File: src/rtl/tcwave_gen.sv
module tcwave_gen #(
  parameter int CW  = 16,
  parameter int NCH = 4
) (
  input  logic             clk,
  input  logic             rst_n,
  input  logic [1:0]       mode_sel,
  input  logic [2:0]       presc_sel,
  input  logic [CW-1:0]    period,
  input  logic [NCH*CW-1:0] cmp,
  input  logic [NCH-1:0]   ch_en,
  input  logic [NCH-1:0]   ch_inv,
  output logic [NCH-1:0]   wave_out,
  output logic [CW-1:0]    count
);
  localparam int DW = 10;

  logic [DW-1:0] div_q;
  logic [DW-1:0] mask;
  logic          tick;
  logic          freq_m, pwm_m, active;
  logic [CW-1:0] top;
  logic          at_top;
  logic [NCH-1:0] wg;

  assign freq_m = (mode_sel == 2'b01);
  assign pwm_m  = (mode_sel == 2'b10);
  assign active = freq_m | pwm_m;
  assign top    = freq_m ? cmp[CW-1:0] : period;
  assign at_top = (count >= top);

  always_comb begin
    case (presc_sel)
      3'd0:    mask = DW'(0);
      3'd1:    mask = DW'(1);
      3'd2:    mask = DW'(3);
      3'd3:    mask = DW'(7);
      3'd4:    mask = DW'(63);
      3'd5:    mask = DW'(255);
      default: mask = DW'(1023);
    endcase
  end

  assign tick = (presc_sel != 3'd7) && ((div_q & mask) == mask);

  always_ff @(posedge clk) begin
    if (!rst_n) begin
      div_q <= '0;
      count <= '0;
    end else begin
      div_q <= div_q + 1'b1;
      if (!active)
        count <= '0;
      else if (tick)
        count <= at_top ? '0 : count + 1'b1;
    end
  end

  for (genvar i = 0; i < NCH; i++) begin : g_ch
    logic [CW-1:0] cv;
    assign cv = cmp[i*CW +: CW];
    always_ff @(posedge clk) begin
      if (!rst_n || !active) begin
        wg[i] <= 1'b0;
      end else if (tick) begin
        if (freq_m) begin
          if (i == 0 && at_top) wg[i] <= ~wg[i];
        end else begin
          if (at_top)          wg[i] <= 1'b0;
          else if (count == cv) wg[i] <= 1'b1;
        end
      end
    end
  end

  assign wave_out = ({NCH{active}} & ch_en & wg) ^ ch_inv;
endmodule

File: config.mk
export PLATFORM = sky130hd
export DESIGN_NAME = tcwave_gen
export DESIGN_NICKNAME = d
export VERILOG_FILES = /design/src/rtl/tcwave_gen.sv
export SDC_FILE = /design/constraint.sdc
export NUM_CORES = 1
export LEC_CHECK = 0
export ABC_CLOCK_PERIOD_IN_PS = 8450
export BUFFER_PORTS_ARGS = -buffer_cell sky130_fd_sc_hd__buf_2
export CAP_MARGIN = 10
export CORE_ASPECT_RATIO = 1.4
export CORE_MARGIN = 5
export CORE_UTILIZATION = 53
export CTS_BUF_LIST = sky130_fd_sc_hd__clkbuf_4 sky130_fd_sc_hd__clkbuf_8 sky130_fd_sc_hd__clkbuf_16
export DETAILED_ROUTE_END_ITERATION = 12
export PLACE_DENSITY = 0.85
export SETUP_SLACK_MARGIN = 0.4
export SYNTH_ARGS = -nofsm -noshare
export SYNTH_HDL_FRONTEND = slang
export SYNTH_SLANG_ARGS = --single-unit
File: constraint.sdc
create_clock -name clk -period 8.45 [get_ports clk]
set_clock_uncertainty 0.2 [all_clocks]
set_input_delay 2.535 -clock clk [delete_from_list [all_inputs] [get_ports clk]]
set_output_delay 2.535 -clock clk [all_outputs]
set_load 0.05 [all_outputs]
==> impl_metrics.json <==
{
  "status": "completed",
  "netlist_area_um2": 2770,
  "ys_types": 39,
  "drt-vias-per-instance": 5.61,
  "synth_area_leaders": "dfxtp_1 22%, xor2_1 20%, ha_1 9.9%, xnor2_1 8.5%, mux2i_1 5.4%",
  "drive_gt1_frac": 0.293,
  "period_share": 0.754,
  "grt_max_degree": 21,
  "drt-pass1-iter-count": 4,
  "layout.cells.non_filler": 492,
  "dp_cells": 486,
  "cts-root-buf": "clkbuf_8",
  "r2r_cells": 8,
  "maxCapViolCount": 0,
  "grt_util_all_layers": 0.235,
  "ys_ff_latch": 30,
  "fin_tns_setup_ns": 0,
  "routedWlPerCell_um": 15.9,
  "slew_headroom": 0.421,
  "diodes": 0,
  "die_w_um": 71.1,
  "avgSynthCellArea_um2": 8.48,
  "finalMaxSlewViolations": 0,
  "cts_buffers": 5,
  "fmax_mhz": 157,
  "ys_seq_area_frac": 0.217,
  "vias": 2758,
  "grt_pass1_wl_um": 12700,
  "ant_nets": 0,
  "start_util": 0.542,
  "arrival_ns": 3.64,
  "cts_tree": "yes",
  "clock_latency_ns": 0.28,
  "cts_setup_buffers": 0,
  "drc": 0,
  "coreArea_um2": 5120,
  "yosysTopAreaCell": "dfxtp_1",
  "rsz0062_at_grt": "false",
  "grt_pass1_vias": 2864,
  "nNetsFinal": 544,
  "path_class": "primary input to primary output",
  "rows": 31,
  "die_area_um2": 6800,
  "drt-total-wl_um": 7850,
  "synth_warnings": 0,
  "ctsResizeCount": 0,
  "cts_max_path_buffers": 2,
  "worstMarginPinSlew_ns": 0.863,
  "syn_nets": 444,
  "peakVddDrop_mv": 0.0607,
  "required_ns": 5.72,
  "die_h_um": 95.6,
  "port_buffers": 114,
  "antenna_found_initial": 0,
  "synth_cells": 327,
  "grt.overflow.total": 0,
  "hold_buffers": 0,
  "htreeDepth": 2,
  "cp-start-kind": "primary input",
  "synth.top_cell.area_share": 0.217,
  "hold_depth": 1,
  "area_growth_pct": 23.2,
  "endpoint_kind": "primary output",
  "p_leak_nw": 1.71,
  "clock-sinks": 30,
  "hold_viol": 0,
  "hp-class": "flip-flop to flip-flop",
  "hpwl_um": 6400,
  "setup_violations": 0,
  "critPathMaxFanout": 5,
  "drtIter0Drc": 90,
  "powerDensity_nw_per_um2": 97.7,
  "fin_crit_ns": 6.37,
  "place.gp.congestion": 0.805,
  "io_pins": 115,
  "clk_pin_slew_ns": 0.06
}
[metal layers]
layer	wire (um)	GRT usage	vias to the layer above
li1	-	-	1332
met1	2820	0.236	1293
met2	4270	0.440	108
met3	511	0.0549	25
met4	250	0.132	0
met5	0	0	-
[area by class of cell]
| class | count | area (um2) |
|---|---|---|
| Tap cell | 66 | 82.6 |
| Timing Repair Buffer | 115 | 578 |
| Sequential cell | 30 | 601 |
| Inverter | 7 | 26.3 |
| Multi-Input combinational cell | 268 | 2050 |
| Fill cell | 489 | 1700 |
| Clock buffer | 6 | 82.6 |
[cell usage after synthesis (all sizes together)]
cell	number
a22oi	1
buf	6
inv	7
ha	22
nand4	11
a31oi	1
clkbuf	16
nor3	7
o2111ai	1
a21oi	8
nor4	14
mux2i	15
and4	4
and3	6
o211a	1
a21o	1
nor2b	1
mux2	1
dfxtp	30
a21bo	1
o21a	3
nand3	19
xnor2	27
and2	14
a2111o	1
nand2	9
nand2b	2
nand3b	5
a311oi	1
o21ai	3
a221oi	2
nor2	21
or3b	1
a41oi	1
xor2	64
[state kept, by name (all words and copies together) (netlist names)]
signal,flops
count,16
div_q,10
wg,4
[cell families (layout without fill, tap and decap cells)]
family	after synthesis	after routing	synth area share
xor+xnor	91	91	0.287
mux	16	16	0.0582
fa+ha+maj	22	22	0.0993
simple gates	114	114	0.228
buf+inv	29	128	0.0451
compound gates	25	25	0.0654
flops	30	30	0.217
[metrics by stage]
step / total power, mW / area [um2] / hold WS [ns] / setup WS, ns / utilization
floorplan: 0.191 / 2770 / 0.232 / 1.86 / -
global placement: 0.221 / 3330 / 0.255 / 2.19 / 0.651
detailed placement: 0.225 / 3330 / 0.267 / 2.14 / 0.651
CTS: 0.334 / 3420 / 0.283 / 2.08 / 0.667
global route: 0.350 / 3420 / 0.314 / 2.06 / 0.667
finish: 0.334 / 3420 / 0.292 / 2.08 / 0.667
[cells in the final DEF (no fill, tap or decap), types with 4 or more instances in the layout]
master    count
a21oi_1       8
and4_1        4
dfxtp_1      30
nand2_1       9
nand3_1      19
xor2_1       64
mux2i_1      15
nor3_1        6
xnor2_1      27
and2_1       13
and3_1        6
clkbuf_8      6
buf_2       114
inv_1         7
nand3b_1      5
nor4_1       14
nand4_1      11
nor2_1       21
ha_1         22
[worst paths after layout]
check,startpoint,endpoint,slack [ns]
worst max-delay path,mode_sel[0],wave_out[1],2.08
worst min-delay path,div_q[0],div_q[0],0.29
worst max register to register,count[0],wg[2],5.85
worst min register to register,div_q[0],div_q[0],0.29
[worst max-delay path, cell delays in order]
cell and delay [ns]:
buf_2 0.10, ha_1 0.33, nand3b_1 0.19, xnor2_1 0.17, buf_2 0.30
[power breakdown]
part	switching [mW]	internal, mW	leakage, nW
clock network	0.0490	0.0626	0.0431
registers	0.00199	0.143	0.242
logic	0.0394	0.0381	1.42
total	0.0904	0.243	1.71
Note: power is estimated with default switching activity, not from simulation.
